**src/rtl/dvfs_lvl_pkg.sv**
```systemverilog
package dvfs_lvl_pkg;
   // one operating point
   typedef struct packed {
      logic [2:0] div;
      logic       clk_src;
      logic [1:0] pll;
      logic [1:0] vdd;
   } lvl_cfg_t;

   typedef struct packed {
      logic master;
      logic vdd_en;
      logic div_en;
      logic pll_en;
      logic csel_en;
   } dyn_ctl_t;

   localparam logic [31:0] OFS_PAIR_BASE = 32'h18;
   localparam logic [31:0] OFS_DYN       = 32'h24;
   localparam logic [31:0] OFS_LOAD      = 32'h30;

   // half-word field positions
   localparam int HW_DIV_LSB  = 13;
   localparam int HW_CSEL_BIT = 11;
   localparam int HW_PLL_LSB  = 9;
   localparam int HW_VDD_LSB  = 6;
   localparam int HW_EVEN_SHIFT = 16;

   // dynamic-mode bit positions
   localparam int DYN_CSEL_BIT   = 26;
   localparam int DYN_PLL_BIT    = 28;
   localparam int DYN_DIV_BIT    = 29;
   localparam int DYN_VDD_BIT    = 30;
   localparam int DYN_MASTER_BIT = 31;

   function automatic logic [15:0] cfg_to_half(input lvl_cfg_t c);
      logic [15:0] h;
      h = '0;
      h[HW_DIV_LSB +: 3] = c.div;
      h[HW_CSEL_BIT]     = c.clk_src;
      h[HW_PLL_LSB +: 2] = c.pll;
      h[HW_VDD_LSB +: 2] = c.vdd;
      return h;
   endfunction
endpackage

```
**src/rtl/dvfs_regfile.sv**
```systemverilog
module dvfs_regfile
   import dvfs_lvl_pkg::*;
#(
   parameter int ADDR_W  = 8,
   parameter int NUM_LVL = 4,
   localparam int LVL_W  = $clog2(NUM_LVL),
   localparam int NUM_PAIR = NUM_LVL / 2
) (
   input  logic                       clk,
   input  logic                       rst_n,
   input  logic [ADDR_W-1:0]          addr,
   input  logic                       wr,
   input  logic [31:0]                wdata,
   output logic [31:0]                rdata,
   output lvl_cfg_t [NUM_LVL-1:0]     cfg_o,
   output logic [LVL_W-1:0]           load_o,
   output dyn_ctl_t                   dyn_o
);
   lvl_cfg_t [NUM_LVL-1:0] cfg_q;
   logic [LVL_W-1:0]       load_q;
   dyn_ctl_t               dyn_q;
   logic                   unlocked;
   logic                   unused_wbits;

   assign unlocked     = ~dyn_q.master;
   assign unused_wbits = ^wdata;

   generate
      for (genvar l = 0; l < NUM_LVL; l++) begin : g_lvl
         localparam int PAIR = l / 2;
         localparam int BASE = (l % 2 == 0) ? HW_EVEN_SHIFT : 0;
         localparam logic [31:0] OFS = OFS_PAIR_BASE + 32'(4 * PAIR);
         logic hit;
         assign hit = wr && unlocked && (addr == ADDR_W'(OFS));
         always_ff @(posedge clk or negedge rst_n) begin
            if (!rst_n) begin
               cfg_q[l] <= '0;
            end else if (hit) begin
               cfg_q[l].div     <= wdata[BASE+HW_DIV_LSB +: 3];
               cfg_q[l].clk_src <= wdata[BASE+HW_CSEL_BIT];
               cfg_q[l].pll     <= wdata[BASE+HW_PLL_LSB +: 2];
               cfg_q[l].vdd     <= wdata[BASE+HW_VDD_LSB +: 2];
            end
         end
      end
   endgenerate

   always_ff @(posedge clk or negedge rst_n) begin
      if (!rst_n) begin
         load_q <= '0;
         dyn_q  <= '0;
      end else if (wr) begin
         if (unlocked && addr == ADDR_W'(OFS_LOAD))
            load_q <= wdata[LVL_W-1:0];
         if (addr == ADDR_W'(OFS_DYN)) begin
            dyn_q.master  <= wdata[DYN_MASTER_BIT];
            dyn_q.vdd_en  <= wdata[DYN_VDD_BIT];
            dyn_q.div_en  <= wdata[DYN_DIV_BIT];
            dyn_q.pll_en  <= wdata[DYN_PLL_BIT];
            dyn_q.csel_en <= wdata[DYN_CSEL_BIT];
         end
      end
   end

   always_comb begin
      rdata = '0;
      for (int p = 0; p < NUM_PAIR; p++) begin
         if (addr == ADDR_W'(OFS_PAIR_BASE + 32'(4 * p)))
            rdata = {cfg_to_half(cfg_q[2*p]), cfg_to_half(cfg_q[2*p+1])};
      end
      if (addr == ADDR_W'(OFS_LOAD))
         rdata[LVL_W-1:0] = load_q;
      if (addr == ADDR_W'(OFS_DYN)) begin
         rdata[DYN_MASTER_BIT] = dyn_q.master;
         rdata[DYN_VDD_BIT]    = dyn_q.vdd_en;
         rdata[DYN_DIV_BIT]    = dyn_q.div_en;
         rdata[DYN_PLL_BIT]    = dyn_q.pll_en;
         rdata[DYN_CSEL_BIT]   = dyn_q.csel_en;
      end
   end

   assign cfg_o  = cfg_q;
   assign load_o = load_q;
   assign dyn_o  = dyn_q;
endmodule

```
**src/rtl/dvfs_lvl_mux.sv**
```systemverilog
module dvfs_lvl_mux
   import dvfs_lvl_pkg::*;
#(
   parameter int NUM_LVL = 4,
   localparam int LVL_W  = $clog2(NUM_LVL)
) (
   input  lvl_cfg_t [NUM_LVL-1:0] cfg,
   input  logic [LVL_W-1:0]       load,
   input  dyn_ctl_t               dyn,
   output logic [2:0]             div,
   output logic                   clk_src,
   output logic [1:0]             pll,
   output logic [1:0]             vdd,
   output logic [LVL_W-1:0]       level
);
   lvl_cfg_t   act, base;
   logic [2:0] div_raw;

   assign act  = cfg[load];
   assign base = cfg[0];

   assign div_raw = (dyn.master && dyn.div_en)  ? act.div     : base.div;
   assign clk_src = (dyn.master && dyn.csel_en) ? act.clk_src : base.clk_src;
   assign pll     = (dyn.master && dyn.pll_en)  ? act.pll     : base.pll;
   assign vdd     = (dyn.master && dyn.vdd_en)  ? act.vdd     : base.vdd;
   assign div     = (div_raw == 3'd0) ? 3'd1 : div_raw;
   assign level   = dyn.master ? load : '0;
endmodule

```
**src/rtl/dvfs_lvl_ctrl.sv**
```systemverilog
module dvfs_lvl_ctrl
   import dvfs_lvl_pkg::*;
#(
   parameter int ADDR_W  = 8,
   parameter int NUM_LVL = 4,
   localparam int LVL_W  = $clog2(NUM_LVL)
) (
   input  logic              clk,
   input  logic              rst_n,
   input  logic [ADDR_W-1:0] reg_addr,
   input  logic              reg_wr,
   input  logic [31:0]       reg_wdata,
   output logic [31:0]       reg_rdata,
   output logic [2:0]        cpu_div,
   output logic              cpu_clk_src,
   output logic [1:0]        cpu_pll_sel,
   output logic [1:0]        cpu_vdd_sel,
   output logic [LVL_W-1:0]  cpu_level,
   output logic              scaling_on
);
   generate
      if (ADDR_W < 6) begin : g_bad_addr
         $error("ADDR_W must reach offset 0x30");
      end
      if (NUM_LVL != 2 && NUM_LVL != 4) begin : g_bad_lvl
         $error("NUM_LVL must be 2 or 4");
      end
   endgenerate

   lvl_cfg_t [NUM_LVL-1:0] cfg_q;
   logic [LVL_W-1:0]       load_q;
   dyn_ctl_t               dyn_q;
   logic                   master_q;

   dvfs_regfile #(.ADDR_W(ADDR_W), .NUM_LVL(NUM_LVL)) u_regs (
      .clk(clk), .rst_n(rst_n), .addr(reg_addr), .wr(reg_wr),
      .wdata(reg_wdata), .rdata(reg_rdata),
      .cfg_o(cfg_q), .load_o(load_q), .dyn_o(dyn_q)
   );

   dvfs_lvl_mux #(.NUM_LVL(NUM_LVL)) u_mux (
      .cfg(cfg_q), .load(load_q), .dyn(dyn_q),
      .div(cpu_div), .clk_src(cpu_clk_src), .pll(cpu_pll_sel),
      .vdd(cpu_vdd_sel), .level(cpu_level)
   );

   assign master_q   = dyn_q.master;
   assign scaling_on = master_q;
endmodule

```
**config.mk**
```make
export PLATFORM = sky130hd
export DESIGN_NAME = dvfs_lvl_ctrl
export DESIGN_NICKNAME = d
export VERILOG_FILES = /design/src/rtl/dvfs_lvl_pkg.sv /design/src/rtl/dvfs_regfile.sv /design/src/rtl/dvfs_lvl_mux.sv /design/src/rtl/dvfs_lvl_ctrl.sv
export SDC_FILE = /design/constraint.sdc
export NUM_CORES = 1
export LEC_CHECK = 0
export CORE_MARGIN = 2
export CORE_UTILIZATION = 50
export CTS_BUF_LIST = sky130_fd_sc_hd__clkbuf_4 sky130_fd_sc_hd__clkbuf_8
export DETAILED_ROUTE_END_ITERATION = 7
export PLACE_DENSITY_LB_ADDON = 0.2
export SLEW_MARGIN = 20
export SYNTH_ARGS = -nofsm -noshare
export SYNTH_HDL_FRONTEND = slang
export SYNTH_SLANG_ARGS = --single-unit
export TNS_END_PERCENT = 50
```
**constraint.sdc**
```tcl
create_clock -name clk -period 4.73 [get_ports clk]
set_input_delay 0.946 -clock clk [delete_from_list [all_inputs] [get_ports clk]]
set_output_delay 0.946 -clock clk [all_outputs]
set_load 0.02 [all_outputs]
```
==> After elaboration in Yosys (flattened, before gate mapping) <==
Index checks and enable logic that the tools add are counted.
{ "totals": {"inputBits": 43, "out_inout_bits": 43, "word_cells": 52, "ff_bits": 39} }
{ "classes": {"n_bitwise": 1, "n_eq_ne": 4, "mux": 13, "reduce_logical": 11, "order_cmp": 1} }
{ "ops": {"columns": ["op", "count"], "rows": [
  ["two-way mux 32 bit", 2],
  ["binary-select mux 8 bit (select 2 bit)", 1],
  ["== test 8 x 5 -> 1 bit (second input constant)", 2],
  ["== test 8 x 6 -> 1 bit (second input constant)", 2],
  ["logical AND 1 bit", 8],
  ["two-way mux 2 bit", 4],
  ["two-way mux 8 bit", 1],
  ["two-way mux 3 bit", 2],
  ["two-way mux 4 bit", 1],
  ["AND reduction 2 bit", 2],
  ["logical NOT 3 bit", 1],
  ["< comparator 2 x 3 -> 1 bit (second input constant)", 1],
  ["two-way mux 1 bit", 2],
  ["NOT 1 bit", 1]
]} }

==> Logic depth before layout (Yosys ltp) <==
{ "depth": {"word_depth": 5, "ltp_mapped": 7, "mapped_depth_nobuf": 4} }

==> Cells and area by module <==
From an unflattened synthesis, not the netlist that was laid out.
{ "hier_totals": {"cells_unflattened": 200, "hier_area_um2": 2351.0} }
{ "by_module_without_submodules": {"columns": ["module", "cells_each", "instances", "area_per_inst_um2", "seq_area_each_um2"], "rows": [
  ["dvfs_regfile", 149, 1, 2005.7, 975.9],
  ["dvfs_lvl_mux", 51, 1, 345.3, 0.0]
]} }

==> Worst setup path after synthesis <==
OpenSTA, ideal clock, no wires.
{ "synth_path": {"path_type": "input to output", "startpoint": "in reg_addr[1]", "endpoint": "out reg_rdata[10]", "path_stages": 5, "path_buffers": 2, "setup_slack_ns": 1.252, "arrival_ns": 2.532, "required_time_ns": 3.784, "path_cell_list": "or4_4 or4_4 buf_6 clkbuf_1 nor2_1"} }
{ "synth_between": {"elab_chain_len": 3, "word_cells_on_any_way": 4, "cone_classes": "eq/ne (2); mux (2)"} }
{ "synth_rtl": {"columns": ["item", "line_no", "rtl"], "rows": [
  ["from (decl)", "dvfs_lvl_ctrl.sv:10", "input logic [ADDR_W-1:0] reg_addr,"],
  ["== test 8 x 5 -> 1 bit", "dvfs_regfile.sv:68", "if (addr == ADDR_W'(OFS_PAIR_BASE + 32'(4 * p)))"],
  ["two-way mux 32 bit", "dvfs_regfile.sv:68", null],
  ["two-way mux 32 bit (*)", "dvfs_regfile.sv:68", null],
  ["to (decl)", "dvfs_lvl_ctrl.sv:13", "output logic [31:0] reg_rdata,"]
]} }
Every way passes the cells marked *; elsewhere a longest branch is shown, timed or not.

==> Worst setup path in the final report <==
{ "layout_path": {"startpoint": "in reg_addr[1]", "endpoint": "out reg_rdata[26]"} }
{ "layout_between": {"elab_chain_len": 4, "word_cells_on_any_way": 6, "cone_classes": "eq/ne (3); mux (3)"} }
{ "layout_rtl": {"columns": ["item", "line_no", "rtl"], "rows": [
  ["== test 8 x 5 -> 1 bit", "dvfs_regfile.sv:68", null],
  ["two-way mux 32 bit (2 in series)", "dvfs_regfile.sv:68", null],
  ["two-way mux 1 bit (*)", "dvfs_regfile.sv:73", "if (addr == ADDR_W'(OFS_DYN)) begin"]
]} }
Marked as above.

==> impl_results.md <==
- # rows: 24
- First-pass iteration count of the detailed router: 4
- Final antenna-violating net count: 0
- Psw: 186 uW
- Vias in the first global route: 1714
- DIE HEIGHT: 72.6 um
- Initial cell density of the core: between 50% and 60%
- Layout area overhead: 26.6%
- Clock tree buffer depth: 2
- Postcts setup bufs: 0
- Min-Delay Path Class: flop to flop
- Sequential area share after synthesis: 41.4%
- Setup violators final: 0
- RSZ-0062 raised after global routing: false
- RR Endpoint: u_regs.cfg_o[10]
- Clock transition at the registers of the reported paths: 0.08 ns
- CP Class: input port to primary output
- Die ar.: 5280 sq um
- Finished Cell Area: 2980 sq um
- Hold_sp: u_regs.cfg_o[17]
- Global-route wire length before repair: 8320 um
- Worst-Margin Slew: 0.861 ns
- Synth unique cells: 26
- WP data arrival: 3.32 ns
- Final hold vios: 0
- Cell area power density: 255 nW/um^2
- Ys Warns: 0
- Startpoint type of the worst setup path: input port
- Reg2Reg Setup Slack: about 2.9 ns
- Worst VDD drop: 0.000182 V
- CTS tree: built
- DRC: 0
- Gate power share: 13.2%
- Worst-path maximum fanout: 18
- Syn Std Cell Area: 2360 sq um
- Reg2reg start: u_regs.dyn_o[4]
- CP Capture Type: primary output
- Static Leak: about 1.4 nW
- Initial antenna violation count: 0
- Share of cells above drive strength 1: 22.4%
- # IOs: 86
- Clock share of power: between 30% and 40%
- N_diodes: 0
- FF-to-FF path depth: 2
- # fillers: 379
- Hold slack: 0.539 ns
- Multi-input gate area: 1190 sq um
- Hold EP: u_regs.cfg_o[17]
- Synth Instances: 208
- Seq pwr share: 48.2%
- Hold buffers post-CTS: 0
- Commonest non-fill, non-tap cells in the layout: clkdlybuf4s50_1, dfrtp_1, nor2_1
- Gr usage total: 20.8%
- Setup TNS: 0 ns
- Final critical-path share of the clock period: 90.2%
- Post-synthesis register bit count: 39
- Vias: approximately 1700
- GRT overflow: 0
- Post-Route WL: 5170 um
- Mapped Avg Cell Area: 11.3 sq um
- Overall power: about 760 uW
- CTS buffer count: 5
- DP Worst Slack: around 0.45 ns
- Final min period: 4.26 ns
- Buffers on Ports: 59
- Crit path required time: 3.78 ns
- FF+latch area: 976 sq um
- Root buffer cell: clkbuf_8
- Most common cell after layout, fill and taps aside: clkdlybuf4s50_1
- Post-DP Area: 2870 sq um
- Clock skew: 0.00329 ns
- Hpwl dp: around 3600 um
- H-tree depth: 2
- Sw Share: 24.5%
- P_int: 575 uW
- Gp weighted congestion: 0.766
- Hold Path Depth: 1
- Final Util: approximately 67%
- Non-Filler Instances: 315
- Max Slew Vio Count: 0
- Slew margin rel.: about 43%
- Wire per inst: between 15 and 20 um
- Die width: 72.6 um
- 1st-iter DRT viols: 51
- Clock sink count: 39
- Placed insts: 307
- Worst setup margin: 0.465 ns
- Via density: about 5.5
- Placeable Area: roughly 4400 sq um
- Largest net degree at the start of global routing: 40
- Max-Cap Viols: 0
- Nets: 305
- Clk_lat worst skew: approximately 0.30 ns
- FMAX: between 0.2 and 0.25 GHz
- PostCTS Resize Cnt: 0
- Status: complete, no violations
[layer usage]
layer / global-route usage (%) / up-vias / share of wire (%)
li1: - / 808 / -
met1: 28.6 / 862 / 46
met2: 33.0 / 51 / 48
met3: 5.52 / 7 / 4.6
met4: 5.14 / 0 / 1.2
met5: 0 / - / 0
[critical path, stage by stage]
cell	delay, ns
clkdlybuf4s50_1	0.39
or4_4	0.54
or4_4	0.57
o21ai_0	0.23
clkdlybuf4s50_1	0.64
[area by class of cell]
class                   count  share of cell area [%]
multi-input cells         147                    40.0
clock inverters             2                    1.17
clock buffers               6                    2.77
repair buffers             61                    20.1
inverters                   8                    1.01
well taps                  52                    2.18
flip-flops and latches     39                    32.7
[state kept, by name (all words and copies together) (netlist names)]
register       flops
u_regs.cfg_o      32
u_regs.load_o      2
u_regs.dyn_o       5
[power groups by stage]
stage / combinational, mW / clock (mW) / sequential [mW]
after global routing: 0.110 / 0.308 / 0.370
after global placement: 0.0994 / 0 / 0.373
after detailed placement: 0.101 / 0 / 0.374
final: 0.101 / 0.294 / 0.367
after CTS: 0.102 / 0.297 / 0.367
after floorplan: 0.0677 / 0 / 0.365
[Yosys cell counts]
master	count	area (sq um)
nand2b_1	1	6.26
inv_1	8	30.0
or4_1	1	7.51
mux2_2	21	236
buf_6	3	33.8
buf_12	2	40.0
nor4_1	1	6.26
o22ai_1	2	12.5
or3_1	1	6.26
o221a_2	2	22.5
conb_1	1	3.75
and2_1	4	25.0
nor2_1	25	93.8
clkbuf_1	6	22.5
buf_1	2	7.51
mux2i_1	22	220
mux2_4	20	300
mux4_2	1	22.5
a21oi_1	2	10.0
o21ai_0	11	55.1
nand2_1	9	33.8
or4_4	4	45.0
dfrtp_1	39	976
buf_4	13	97.6
nand3_1	2	10.0
a31oi_1	5	31.3
[cells by family (layout without fill, tap and decap cells)]
kind of cell | count (synthesis) | count (layout) | share of synthesized area, %
buf+inv | 34 | 77 | 9.82
flops | 39 | 39 | 41.4
other cells | 1 | 13 | 0.159
compound gates | 22 | 22 | 5.58
mux | 64 | 64 | 33.1
simple gates | 48 | 48 | 9.93
[worst max path at each step]
stage,from,to,slack [ns],depth (start not counted)
floorplan,reg_addr[1],reg_rdata[10],1.25,5
global placement,reg_addr[1],reg_rdata[30],0.42,5
global route,reg_addr[1],reg_rdata[30],0.35,5
CTS,reg_addr[1],reg_rdata[26],0.45,5
detailed placement,reg_addr[1],reg_rdata[26],0.45,5
finish,reg_addr[1],reg_rdata[26],0.47,5
(Power assumes the default switching activity.)
